### config.mk
export PLATFORM = sky130hd
export DESIGN_NAME = idxreg_port
export DESIGN_NICKNAME = d
export VERILOG_FILES = /design/src/rtl/idxreg_pkg.sv /design/src/rtl/idxreg_sync.sv /design/src/rtl/idxreg_ready.sv /design/src/rtl/idxreg_seq.sv /design/src/rtl/idxreg_port.sv
export SDC_FILE = /design/constraint.sdc
export NUM_CORES = 1
export LEC_CHECK = 0
export CAP_MARGIN = 40
export CORE_ASPECT_RATIO = 0.75
export CORE_MARGIN = 3
export CORE_UTILIZATION = 38
export CTS_CLUSTER_SIZE = 24
export DETAILED_ROUTE_END_ITERATION = 8
export SYNTH_ARGS = -nofsm -noshare
export SYNTH_HDL_FRONTEND = slang
export SYNTH_SLANG_ARGS = --single-unit
### constraint.sdc
create_clock -name clk -period 8.27 [get_ports clk]
set_clock_uncertainty 0.15 [all_clocks]
set_input_delay 1.654 -clock clk [delete_from_list [all_inputs] [get_ports clk]]
set_output_delay 1.654 -clock clk [all_outputs]
set_load 0.01 [all_outputs]
### src/rtl/idxreg_pkg.sv
package idxreg_pkg;
  localparam int PTR_W = 5;
  localparam int MAXB  = 6;
  localparam int IDX_W = 3;

  typedef enum logic [2:0] {
    K_NONE, K_SCR, K_W32, K_W48, K_LIVE
  } reg_kind_e;

  function automatic reg_kind_e decode(input logic [PTR_W-1:0] b, input logic [PTR_W-1:0] r);
    if (b == 5'd0 && r == 5'd0) return K_SCR;
    if (b == 5'd0 && r == 5'd3) return K_W32;
    if (b == 5'd0 && r == 5'd9) return K_W48;
    if (b == 5'd1 && r == 5'd0) return K_LIVE;
    return K_NONE;
  endfunction

  function automatic logic [IDX_W-1:0] kind_len(input reg_kind_e k);
    case (k)
      K_W32, K_LIVE: return 3'd4;
      K_W48:         return 3'd6;
      default:       return 3'd1;
    endcase
  endfunction
endpackage

### src/rtl/idxreg_sync.sv
module idxreg_sync #(
  parameter int W = 1,
  parameter int STAGES = 2,
  parameter logic [W-1:0] INIT = '0
) (
  input  logic         clk,
  input  logic         rst_n,
  input  logic [W-1:0] d_i,
  output logic [W-1:0] q_o
);
  logic [W-1:0] st [STAGES];
  always_ff @(posedge clk or negedge rst_n) begin
    if (!rst_n) begin
      for (int i = 0; i < STAGES; i++) st[i] <= INIT;
    end else begin
      st[0] <= d_i;
      for (int i = 1; i < STAGES; i++) st[i] <= st[i-1];
    end
  end
  assign q_o = st[STAGES-1];
endmodule

### src/rtl/idxreg_ready.sv
module idxreg_ready #(
  parameter int CYCLE_CLKS = 10,
  localparam int CW = $clog2(CYCLE_CLKS + 1)
) (
  input  logic clk,
  input  logic rst_n,
  input  logic start_i,
  input  logic busy_i,
  output logic drive_o
);
  logic [CW-1:0] cnt;
  always_ff @(posedge clk or negedge rst_n) begin
    if (!rst_n) begin
      drive_o <= 1'b0;
      cnt     <= '0;
    end else if (start_i) begin
      drive_o <= 1'b1;
      cnt     <= CW'(CYCLE_CLKS - 1);
    end else if (drive_o) begin
      if (cnt != '0) cnt <= cnt - 1'b1;
      else if (!busy_i) drive_o <= 1'b0;
    end
  end

  // the ready line is not released before the count expires
  a_r9_hold_until_count: assert property (@(posedge clk) disable iff (!rst_n)
    (drive_o && cnt != '0) |=> drive_o);
  // busy keeps the ready line pulled low
  a_r10_busy_holds: assert property (@(posedge clk) disable iff (!rst_n)
    (drive_o && busy_i) |=> drive_o);
endmodule

### src/rtl/idxreg_seq.sv
module idxreg_seq
  import idxreg_pkg::*;
(
  input  logic        clk,
  input  logic        rst_n,
  input  logic        cmd_wr_i,
  input  logic        data_wr_i,
  input  logic        data_rd_i,
  input  logic        stat_rd_i,
  input  logic [7:0]  wbyte_i,
  input  logic [31:0] live_i,
  input  logic        irq_act_i,
  input  logic        match_i,
  input  logic        err_set_i,
  output logic [7:0]  rdata_o
);
  logic [PTR_W-1:0] bank, regp;
  logic [IDX_W-1:0] idx;
  logic [8*MAXB-1:0] hold, stage, nv, cur;
  logic [7:0]  scr;
  logic [31:0] w32;
  logic [47:0] w48;
  logic        err;
  reg_kind_e   kind;
  logic [IDX_W-1:0] len;
  logic        writable, last, valid_cmd;

  assign kind      = decode(bank, regp);
  assign len       = kind_len(kind);
  assign writable  = (kind == K_SCR) || (kind == K_W32) || (kind == K_W48);
  assign last      = (idx == len - 1'b1);
  assign valid_cmd = (wbyte_i[7:5] == 3'b000) || (wbyte_i[7:5] == 3'b111);

  always_comb begin
    case (kind)
      K_SCR:   cur = {40'd0, scr};
      K_W32:   cur = {16'd0, w32};
      K_W48:   cur = w48;
      K_LIVE:  cur = {16'd0, live_i};
      default: cur = '0;
    endcase
    nv = stage;
    nv[{idx, 3'b000} +: 8] = wbyte_i;
  end

  always_ff @(posedge clk or negedge rst_n) begin
    if (!rst_n) begin
      bank <= '0; regp <= '0; idx <= '0;
      hold <= '0; stage <= '0; scr <= '0; w32 <= '0; w48 <= '0;
      err <= 1'b0; rdata_o <= '0;
    end else begin
      if (err_set_i) err <= 1'b1;
      else if (stat_rd_i) err <= 1'b0;

      if (stat_rd_i) rdata_o <= {irq_act_i, err, match_i, 5'd0};

      if (cmd_wr_i && valid_cmd) begin
        if (wbyte_i[7:5] == 3'b000) bank <= wbyte_i[4:0];
        else regp <= wbyte_i[4:0];
        idx <= '0;
      end else if (data_rd_i) begin
        if (idx == '0) begin
          hold    <= cur;
          rdata_o <= cur[7:0];
        end else begin
          rdata_o <= hold[{idx, 3'b000} +: 8];
        end
        idx <= last ? '0 : idx + 1'b1;
      end else if (data_wr_i && writable) begin
        if (last) begin
          case (kind)
            K_SCR:   scr <= nv[7:0];
            K_W32:   w32 <= nv[31:0];
            default: w48 <= nv;
          endcase
          idx <= '0;
        end else begin
          stage <= nv;
          idx   <= idx + 1'b1;
        end
      end
    end
  end

  // a set in the same cycle as a status read leaves the flag set
  a_r4_err_set_wins: assert property (@(posedge clk) disable iff (!rst_n)
    err_set_i |=> err);
  // the byte index never leaves the selected register
  a_r6_idx_in_range: assert property (@(posedge clk) disable iff (!rst_n)
    idx < len);
  // a valid command write restarts the sequence
  a_r7_cmd_restart: assert property (@(posedge clk) disable iff (!rst_n)
    (cmd_wr_i && valid_cmd) |=> (idx == '0));
  // the wide register is stable unless its last byte is written
  a_r8_no_early_commit: assert property (@(posedge clk) disable iff (!rst_n)
    !(data_wr_i && kind == K_W48 && last && !cmd_wr_i) |=> $stable(w48));
endmodule

### src/rtl/idxreg_port.sv
module idxreg_port #(
  parameter int CYCLE_CLKS = 10,
  parameter int SYNC_STAGES = 2
) (
  input  logic        clk,
  input  logic        rst_n,
  input  logic        cs_n_i,
  input  logic        cd_i,
  input  logic        rd_n_i,
  input  logic        wr_n_i,
  input  logic [7:0]  dq_i,
  output logic [7:0]  dq_o,
  output logic        dq_oe_o,
  output logic        rdy_low_o,
  input  logic        busy_i,
  input  logic        irq_act_i,
  input  logic        match_i,
  input  logic        err_set_i,
  input  logic [31:0] live_i
);
  localparam int SW = 12;
  logic [SW-1:0] raw, syn;
  logic cs_s, cd_s, rd_s, wr_s;
  logic [7:0] dq_s;
  logic rd_act, wr_act, rd_q, wr_q;
  logic rd_fall, wr_fall, wr_rise;

  assign raw = {cs_n_i, rd_n_i, wr_n_i, cd_i, dq_i};

  idxreg_sync #(.W(SW), .STAGES(SYNC_STAGES), .INIT(12'hE00)) u_sync (
    .clk(clk), .rst_n(rst_n), .d_i(raw), .q_o(syn));

  assign {cs_s, rd_s, wr_s, cd_s, dq_s} = syn;
  assign rd_act = !cs_s && !rd_s;
  assign wr_act = !cs_s && !wr_s;

  always_ff @(posedge clk or negedge rst_n) begin
    if (!rst_n) begin
      rd_q <= 1'b0;
      wr_q <= 1'b0;
    end else begin
      rd_q <= rd_act;
      wr_q <= wr_act;
    end
  end

  assign rd_fall = rd_act && !rd_q;
  assign wr_fall = wr_act && !wr_q;
  assign wr_rise = !wr_act && wr_q;

  idxreg_ready #(.CYCLE_CLKS(CYCLE_CLKS)) u_ready (
    .clk(clk), .rst_n(rst_n), .start_i(rd_fall || wr_fall),
    .busy_i(busy_i), .drive_o(rdy_low_o));

  idxreg_seq u_seq (
    .clk(clk), .rst_n(rst_n),
    .cmd_wr_i(wr_rise && cd_s), .data_wr_i(wr_rise && !cd_s),
    .data_rd_i(rd_fall && !cd_s), .stat_rd_i(rd_fall && cd_s),
    .wbyte_i(dq_s), .live_i(live_i), .irq_act_i(irq_act_i),
    .match_i(match_i), .err_set_i(err_set_i), .rdata_o(dq_o));

  assign dq_oe_o = !cs_n_i && !rd_n_i;

  // every access start pulls the ready line low in the next cycle
  a_r9_start_pulls_low: assert property (@(posedge clk) disable iff (!rst_n)
    (rd_fall || wr_fall) |=> rdy_low_o);
endmodule

==> results of run 1 <==
[flip-flops by register name, indices dropped and copies added (netlist names)]
signal,count
u_seq.stage,48
u_ready.drive_o,1
u_seq.hold,48
u_sync.q_o,12
u_seq.w48,48
u_seq.idx,3
u_sync.st,12
u_seq.rdata_o,8
wr_q,1
u_seq.err,1
u_seq.w32,32
u_seq.scr,8
rd_q,1
u_seq.bank,5
u_seq.regp,5
u_ready.cnt,4
[layout make-up]
class	count	area [um^2]	area share, %
well taps	344	430.4	3.544
multi-input cells	628	4134	34.04
clock inverters	12	120.1	0.9891
inverters	10	37.54	0.3091
flip-flops and latches	237	5938	48.90
repair buffers	78	782.0	6.439
clock buffers	32	701.9	5.780
[metrics by stage]
| step | worst slack, ps | instance area (um^2) |
|---|---|---|
| after floorplan | 4643 | 10370 |
| after global placement | 3730 | 11250 |
| after detailed placement | 3715 | 11320 |
| after CTS | 3707 | 12140 |
| after global routing | 3660 | 12140 |
| final | 3711 | 12140 |
[worst max-delay path, stage by stage]
cell and delay [ps]:
clkdlybuf4s50_1 430, nor2_1 120, clkdlybuf4s50_1 550
[layout by cell type (no fill, tap or decap), drive strengths merged, types with 2 or more instances in the layout]
cell	instances
a21o	2
a21oi	8
a22o	40
a22oi	38
a31oi	4
buf	20
bufinv	2
clkbuf	32
clkdlybuf4s50	58
clkinv	6
clkinvlp	4
dfrtp	231
dfstp	6
ha	5
inv	10
mux2	48
mux2i	57
mux4	8
nand2	162
nand2b	2
nand3	16
nand3b	2
nand4	9
nor2	23
nor2b	6
nor3	9
nor3b	2
nor4	3
nor4b	2
o211ai	3
o21a	2
o21ai	145
o22ai	3
or2	8
or3	4
xnor2	2
xor2	2
[cells by family after synthesis]
| group | synth area share (%) |
|---|---|
| fa+ha+maj | 0.6035 |
| simple gates | 10.95 |
| xor+xnor | 0.3380 |
| mux | 12.46 |
| compound gates | 15.33 |
| flops | 57.28 |
| buf+inv | 3.042 |
[worst paths after layout]
path / slack, ps / endpoint / start
hold / removal: 200 / u_sync.q_o[1] / u_sync.st[13]
min in group asynchronous: 940 / u_sync.st[19] / rst_n
max in group asynchronous: 5840 / u_sync.q_o[10] / rst_n
hold reg to reg: 200 / u_sync.q_o[1] / u_sync.st[13]
setup reg to reg: 4790 / u_seq.rdata_o[0] / u_seq.idx[1]
setup / recovery: 3710 / dq_oe_o / rd_n_i
[power by group through the flow]
| stage | clock [uW] | combinational [uW] | sequential (uW) |
|---|---|---|---|
| finish | 1120 | 455 | 1300 |
| global route | 1200 | 500 | 1300 |
| CTS | 1150 | 454 | 1290 |
| detailed placement | 0 | 451 | 1320 |
| global placement | 0 | 441 | 1310 |
| floorplan | 0 | 300 | 1290 |
[per-layer routing]
metal,wire length [um],share of wire [%],up-vias
met2,11310,42,193
met3,1767,6.5,39
met5,0,0,-
met1,13720,50,3615
li1,-,-,3428
met4,441,1.6,0
==> summary.md, run 1 <==
| Metric | Value |
|---|---|
| # rows | 51 |
| Final period util | 55.12% |
| Fin nets | 1,034 |
| # diodes | 0 |
| Met3 GRT Util | under 10% |
| Resized Gates After CTS | 0 |
| H-tree Lvls | 1 |
| Number of global-route vias before repair | between 7,000 and 8,000 |
| Post-Syn Nets | ~1,000 |
| Drt first pass iters | 5 |
| Hold depth | 0 |
| Sw frac | 28.17% |
| Vias/cell | between 5 and 6 |
| Yosys reg bits | ~240 |
| IO Port Bufs | 59 |
| WHS | approximately 200 ps |
| RSZ-0062 raised after global routing | false |
| Layout Cells excl Fill | about 1,300 |
| Post-synth cell types | 53 |
| Minimum clock period after layout | approximately 4600 ps |
| Pin count of the biggest net entering global routing | 83 |
| Syn Inst Count | about 940 |
| WP data arrival | between 2000 and 3000 ps |
| Pwr Density | between 200 and 250 nW/um^2 |
| Clock Power Share | 39.1% |
| GR Util met1 | ~30% |
| Core area | ~26,000 um^2 |
| Die X | slightly below 200 um |
| DIE AREA | ~30,000 um^2 |
| Combinational power share | between 15 and 20% |
| Final count of negative-setup-slack endpoints | 0 |
| Met2 Resource Use GR | 26.58% |
| Most numerous cell in the Yosys netlist | dfrtp_1 |
| Post-synthesis sequential area ratio | between 50 and 60% |
| HPWL after DPL | ~18,000 um |
| I/O pin count | 60 |
| DIE HEIGHT | roughly 150 um |
| Fill cell count | around 2,500 |
| Post-synth EDFFs | 0 |
| Mapped cell area | roughly 10,000 um^2 |
| Flop pwr share | between 40% and 50% |
| Initial antenna violation count | 0 |
| Clk slew on worst S/H paths | 60 ps |
| Crit path required time | approximately 6500 ps |
| Area growth syn-to-layout | 17.15% |
| GR Util All Layers | 18.86% |
| Post-Route Setup TNS | 0 ps |
| Post-route DRC | 0 |
| Root Buffer | clkbuf_16 |
| Worst skew pair latency | around 530 ps |
| Final Power | roughly 2900 uW |
| Share of synthesized registers carrying an async set or reset | between 90% and 100% |
| Mean post-synth cell area | 10.99 um^2 |
| Total number of vias | approximately 7,300 |
| TritonCTS buffer count | 24 |
| Setup CP Type | in2out |
| CTS hold repair buffers | 0 |
| Worst Setup End Kind | output port |
| YS warnings | 0 |
| Psw | 809.5 uW |
| Clock buffer depth | 3 |
| Synth top area share | between 50% and 60% |
| GRT overflow | 0 |
| WL final | around 27,000 um |
| Lkg Pwr | around 0.0053 uW |
| Clk sinks | between 200 and 250 |
| Status | completed |
| Core Util, Final | a little under half |
| Worst-Margin Slew | 879.1 ps |
| Final hold violations | 0 |
| Gp weighted congestion | around 0.81 |
| First-iteration detailed-routing DRC count | around 640 |
| Int Power | ~2100 uW |
| Final Max Tran Viols | 0 |
| Worst-path maximum fanout | 2 |
| Routed len/inst | 20.31 um |
| Initial Util | just under 40% |
| Startpoint types | input port |
| ANT nets after route | 0 |
| Worst vdd ir | between 0.00015 and 0.0002 V |
| CTS tree | done |
| Area leader, netlist | dfrtp_1 |
| Fraction of layout cells with a size suffix above 1 | 14.44% |
| # Post-CTS Setup Buffers | 0 |
| Inst Count DP | 1,297 |
| Ys flop type | dfrtp_1 |
| GR peak layer | met1 |
| Max Cap Viol | 0 |
| Hold WC Path Type | reg2reg |
| Achievable Freq | ~0.22 GHz |
| Reg2reg path depth | 8 |
| Max_slew headroom | ~41% |
| Top cells by area, synth | dfrtp_1 56%, o21ai_0 6.7%, nand2_1 5.9% |
| Global-route wire length before repair | roughly 43,000 um |
| Post-synth top cells | 231 x dfrtp_1, 162 x nand2_1, 139 x o21ai_0, 57 x mux2i_1, 52 x clkbuf_1 |
No activity file was read; power rests on OpenSTA's default activity.
==> run 2: changes to the inputs <==
==> constraint.sdc (replaced) <==
create_clock -name clk -period 4.24 [get_ports clk]
set_clock_uncertainty 0.15 [all_clocks]
set_input_delay 0.848 -clock clk [delete_from_list [all_inputs] [get_ports clk]]
set_output_delay 0.848 -clock clk [all_outputs]
set_load 0.01 [all_outputs]
==> summary.md, run 2 (synthesis results as in run 1) <==
| Metric | Value |
|---|---|
| Startpoint types | register |
| Worst-Margin Slew | around 900 ps |
| Slowest cell on crit path | nor4b_1 |
| WP data arrival | about 3400 ps |
| DIE AREA | 29,320 um^2 |
| Total number of vias | 7,244 |
| Sw frac | a little over a quarter |
| Reg2Reg Setup Slack | 1120 ps |
| Initial antenna violation count | 0 |
| # rows | between 50 and 60 |
| Post-Route Setup TNS | 0 ps |
| RSZ-0062 raised after global routing | false |
| Crit path required time | between 4000 and 5000 ps |
| Initial Util | about two fifths |
| Critical Path, Cell by Cell | nor4b_1 > a21oi_1 > mux2i_1 > nand3_2 > nor2_4 > mux2_2 |
| Final hold violations | 0 |
| Most frequent cells in the layout | 231 x dfrtp_1, 162 x nand2_1, 139 x o21ai_0, 58 x clkdlybuf4s50_1, 57 x mux2i_1 |
| Root Buffer | clkbuf_16 |
| Max_slew headroom | a little under 40% |
| Hold WC Path Type | in2async |
| Lkg Pwr | 0.005313 uW |
| Reg2reg path depth | 6 |
| Worst-path maximum fanout | 19 |
| Number of global-route vias before repair | roughly 7,100 |
| TritonCTS buffer count | 24 |
| Regs by FF count | u_seq.hold (48), u_seq.stage (48), u_seq.w48 (48) |
| Critical R2R Launch | u_seq.bank[0] |
| Vias/cell | roughly 5.4 |
| Clock buffer depth | 3 |
| Final Max Tran Viols | 0 |
| Pwr Density | between 400 and 500 nW/um^2 |
| First-iteration detailed-routing DRC count | between 600 and 700 |
| Clk slew on worst S/H paths | roughly 60 ps |
| CTS hold repair buffers | 0 |
| Status | completed |
| DRT met1 WL | around 14,000 um |
| Worst vdd ir | around 0.00034 V |
| CP endpoint | u_seq.stage[15] |
| Pin count of the biggest net entering global routing | 93 |
| WP depth | 6 |
| Core area | between 20,000 and 30,000 um^2 |
| Routed length on met2 | 10,980 um |
| Final count of negative-setup-slack endpoints | 0 |
| Achievable Freq | between 0.3 and 0.4 GHz |
| I/O pin count | 60 |
| Family with the most delay on the worst path | simple AND/OR/NAND/NOR gates |
| Psw | 1571 uW |
| Area growth syn-to-layout | 17.74% |
| Final period util | between 70% and 80% |
| Gp weighted congestion | about 0.86 |
| Max Used Layer | met4 |
| Worst skew pair latency | about 520 ps |
| Layout Cells excl Fill | approximately 1,300 |
| Worst setup path startpoint | u_seq.bank[0] |
| Worst path bufs/invs | 0 |
| CTS tree | done |
| Die X | ~200 um |
| Delay of the slowest critical-path stage | about 630 ps |
| Clk sinks | approximately 240 |
| HPWL after DPL | ~18,000 um |
| Resized Gates After CTS | 0 |
| Fraction of layout cells with a size suffix above 1 | 14.70% |
| Worst R2R End | u_seq.stage[15] |
| # diodes | 0 |
| Routed len/inst | 20.01 um |
| Flop pwr share | 44.0% |
| Minimum clock period after layout | approximately 3100 ps |
| GRT overflow | 0 |
| Clock Power Share | 40.8% |
| Global-route wire length before repair | approximately 43,000 um |
| Drt first pass iters | 4 |
| Worst Setup End Kind | register |
| H-tree Lvls | 1 |
| GR Util All Layers | a little under a fifth |
| Max Cap Viol | 0 |
| Fin nets | around 1,000 |
| Fill cell count | ~2,500 |
| Inst Count DP | approximately 1,300 |
| WL final | 26,890 um |
| Most common library cell in the layout ignoring fill and taps | dfrtp_1 |
| ANT nets after route | 0 |
| DIE HEIGHT | ~150 um |
| Detail Route met3 WL | between 1500 and 2000 um |
| Combinational power share | ~15% |
| # Post-CTS Setup Buffers | 0 |
| Post-route DRC | 0 |
| IO Port Bufs | 59 |
| Int Power | ~4200 uW |
| Setup CP Type | reg2reg |
[run 2: how the worst min path moves through the flow]
| stage | cells past startpoint | startpoint | end |
|---|---|---|---|
| floorplan | 0 | u_sync.st[12] | u_sync.q_o[0] |
| global placement | 0 | u_sync.st[18] | u_sync.q_o[6] |
| detailed placement | 0 | u_sync.st[13] | u_sync.q_o[1] |
| CTS | 1 | rst_n | u_sync.st[19] |
| global route | 1 | rst_n | u_sync.st[19] |
| finish | 1 | rst_n | u_sync.st[19] |
[run 2: layout make-up]
class / count / area, um^2 / area share, %
repair buffers: 81 / 785.8 / 6.438
clock buffers: 34 / 729.5 / 5.976
flip-flops and latches: 237 / 5938 / 48.65
multi-input cells: 628 / 4125 / 33.80
well taps: 344 / 430.4 / 3.526
clock inverters: 10 / 158.9 / 1.302
inverters: 10 / 37.54 / 0.3075
[run 2: metrics by stage]
stage,utilization [%],instance area (um^2),hold WS [ps],power [uW],worst slack [ps]
CTS,46.20,12210,117.4,5800,1171
detailed placement,42.84,11320,184.7,3444,1205
floorplan,-,10370,181.2,3102,1153
finish,46.20,12210,104.1,5754,1120
global placement,42.81,11310,181.7,3424,1321
global route,46.20,12210,126.1,6022,949.3
[run 2: routing by layer]
metal	global-route usage [%]	vias up
li1	-	3434
met4	2.956	0
met5	0	-
met3	4.471	29
met1	30.57	3592
met2	26.11	189
[run 2: power by group through the flow]
| stage | clock network [uW] | registers, uW | logic [uW] |
|---|---|---|---|
| floorplan | 0 | 2520 | 584 |
| global route | 2500 | 2550 | 968 |
| global placement | 0 | 2570 | 857 |
| CTS | 2390 | 2530 | 878 |
| detailed placement | 0 | 2570 | 874 |
| finish | 2350 | 2530 | 875 |
==> run 3: changes to the inputs <==
==> constraint.sdc (replaced) <==
create_clock -name clk -period 2.6 [get_ports clk]
set_clock_uncertainty 0.15 [all_clocks]
set_input_delay 0.52 -clock clk [delete_from_list [all_inputs] [get_ports clk]]
set_output_delay 0.52 -clock clk [all_outputs]
set_load 0.01 [all_outputs]
==> summary.md, run 3 (synthesis results as in run 1) <==
| Metric | Value |
|---|---|
| Most common library cell in the layout ignoring fill and taps | dfrtp_1 |
| TritonCTS buffer count | 24 |
| Startpoint types | register |
| Number of global-route vias before repair | around 7,300 |
| Reg2Reg Setup Slack | between 70 and 80 ps |
| DIE HEIGHT | between 100 and 150 um |
| Sw frac | 27.31% |
| Most frequent cells in the layout | 231 x dfrtp_1, 162 x nand2_1, 124 x o21ai_0, 58 x clkdlybuf4s50_1, 48 x mux2i_1 |
| Core Util, Final | 48.21% |
| Delay of the slowest critical-path stage | between 700 and 800 ps |
| Worst-path maximum fanout | 8 |
| Vias/cell | ~5.4 |
| Pwr Density | 778.0 nW/um^2 |
| Layout Cells excl Fill | 1,380 |
| Die X | around 200 um |
| Fin nets | roughly 1,100 |
| Final hold violations | 0 |
| IO Port Bufs | 59 |
| Minimum clock period after layout | approximately 2500 ps |
| Psw | roughly 2700 uW |
| Crit path required time | 2880 ps |
| Regs by FF count | u_seq.hold (48), u_seq.stage (48), u_seq.w48 (48) |
| Post-Route Setup TNS | 0 ps |
| Pin count of the biggest net entering global routing | just under 70 |
| Setup CP Type | reg2reg |
| Total number of vias | around 7,500 |
| First-iteration detailed-routing DRC count | 547 |
| Core area | 26,420 um^2 |
| Worst skew pair latency | 520 ps |
| Global-route wire length before repair | between 40,000 and 50,000 um |
| Final period util | 97.05% |
| H-tree Lvls | 1 |
| Status | completed |
| Clk slew on worst S/H paths | 70 ps |
| Int Power | a little over 7000 uW |
| Fraction of layout cells with a size suffix above 1 | between 10% and 20% |
| Hold depth | 0 |
| WP data arrival | roughly 2800 ps |
| Clock buffer depth | 3 |
| Worst hold path startpoint | u_sync.st[12] |
| CTS tree | done |
| Final Max Tran Viols | 0 |
| Critical Path, Cell by Cell | inv_1 > ha_1 > ha_1 > or4b_2 > buf_12 > mux2i_4 > o21ai_0 |
| Cell mode on critical path | ha_1 |
| Flop pwr share | between 40% and 50% |
| Dpl ws | ~48 ps |
| Achievable Freq | 0.3963 GHz |
| Critical R2R Launch | u_seq.idx[0] |
| Worst vdd ir | between 0.0005 and 0.0006 V |
| Hold endpoint | u_sync.q_o[0] |
| Clk sinks | roughly 240 |
| Initial antenna violation count | 0 |
| WL final | approximately 28,000 um |
| # diodes | 0 |
| # rows | between 50 and 60 |
| Root Buffer | clkbuf_16 |
| Routed len/inst | between 20 and 25 um |
| GRT overflow | 0 |
| Slowest cell on crit path | or4b_2 |
| DIE AREA | ~30,000 um^2 |
| I/O pin count | 60 |
| Lkg Pwr | between 0.005 and 0.006 uW |
| ANT nets after route | 0 |
| Hold WC Path Type | reg2reg |
| Max_slew headroom | just over 50% |
| Combinational power share | around a fifth |
| HPWL after DPL | between 15,000 and 20,000 um |
| RSZ-0062 raised after global routing | true |
| GR Util All Layers | between 10% and 20% |
| Worst R2R End | u_seq.w32[0] |
| Post-route DRC | 0 |
| Area growth syn-to-layout | 22.87% |
| Drt first pass iters | 5 |
| Final count of negative-setup-slack endpoints | 0 |
| Inst Count DP | about 1,300 |
| Setup ws final | 76.76 ps |
| Worst Setup End Kind | register |
| Max Cap Viol | 0 |
| Reg2reg path depth | 7 |
| Clock Power Share | between 30% and 40% |
| Initial Util | 39.24% |
| Gp weighted congestion | ~0.84 |
| Worst-Margin Slew | between 700 and 800 ps |
[run 3: cell types whose count changed in the layout (fill, tap and decap cells not counted), moves of 7 or more]
cell | previous run | this run
buf_12 | 2 | 9
mux2i_1 | 57 | 48
o21ai_0 | 139 | 124
buf_4 | 20 | 46
o21ai_1 | 6 | 21
mux2i_4 | 0 | 8
[run 3: routing by layer]
layer	vias to the layer above	GRT usage, %	wire (um)
li1	3507	-	-
met1	3703	30.82	14220
met2	210	25.95	11310
met3	34	4.222	1977
met4	0	3.882	418
met5	-	0	0
[run 3: layout make-up]
| type | count | area [um^2] |
|---|---|---|
| fillers | 2451 | 13680 |
| flip-flops and latches | 237 | 5938 |
| multi-input cells | 628 | 4259 |
| repair buffers | 118 | 1179 |
| clock buffers | 29 | 670.6 |
| well taps | 344 | 430.4 |
| clock inverters | 14 | 222.7 |
| inverters | 10 | 37.54 |
[run 3: how the worst max path moves through the flow]
stage	depth (start not counted)	slack, ps	start	end
detailed placement	6	50	u_seq.bank[1]	u_seq.stage[28]
global route	7	-40	u_seq.bank[1]	u_seq.stage[14]
floorplan	10	-5	u_seq.idx[1]	u_seq.stage[41]
CTS	7	20	u_seq.idx[1]	u_seq.w32[0]
finish	7	80	u_seq.idx[0]	u_seq.w32[0]
global placement	6	30	u_seq.bank[1]	u_seq.stage[28]
[run 3: critical path: cells and delay by family (launching register included)]
kind | cells | cell delay [ps]
buffers and inverters | 2 | 260
multiplexers | 1 | 200
AND/OR/NAND/NOR | 1 | 740
AO/OA/AOI/OAI | 1 | 210
adder cells (fa/ha/maj) | 2 | 510
flip-flops | 1 | 350
[run 3: power groups by stage]
| stage | clock [uW] | combinational, uW | sequential, uW |
|---|---|---|---|
| after floorplan | 0 | 971 | 4110 |
| after global placement | 0 | 1510 | 4180 |
| after detailed placement | 0 | 1530 | 4180 |
| after CTS | 3980 | 1550 | 4120 |
| after global routing | 4130 | 2050 | 4160 |
| final | 3890 | 1890 | 4130 |
[run 3: through the flow]
step           area, um^2  total power (uW)  hold WS (ps)
5_1_grt             12740             10340         200.8
3_5_place_dp        11650              5710         185.5
2_1_floorplan       10400              5077         74.41
6_report            12740              9910         196.3
3_3_place_gp        11650              5681         181.7
4_1_cts             12550              9639         199.6
[run 3: timing repair]
item	4_1_cts	5_1_grt
setup buffers	0	3
hold endpoints to repair	48	0
gates resized for setup	0	43
hold buffers	1	0
endpoints found under the setup margin	0	103
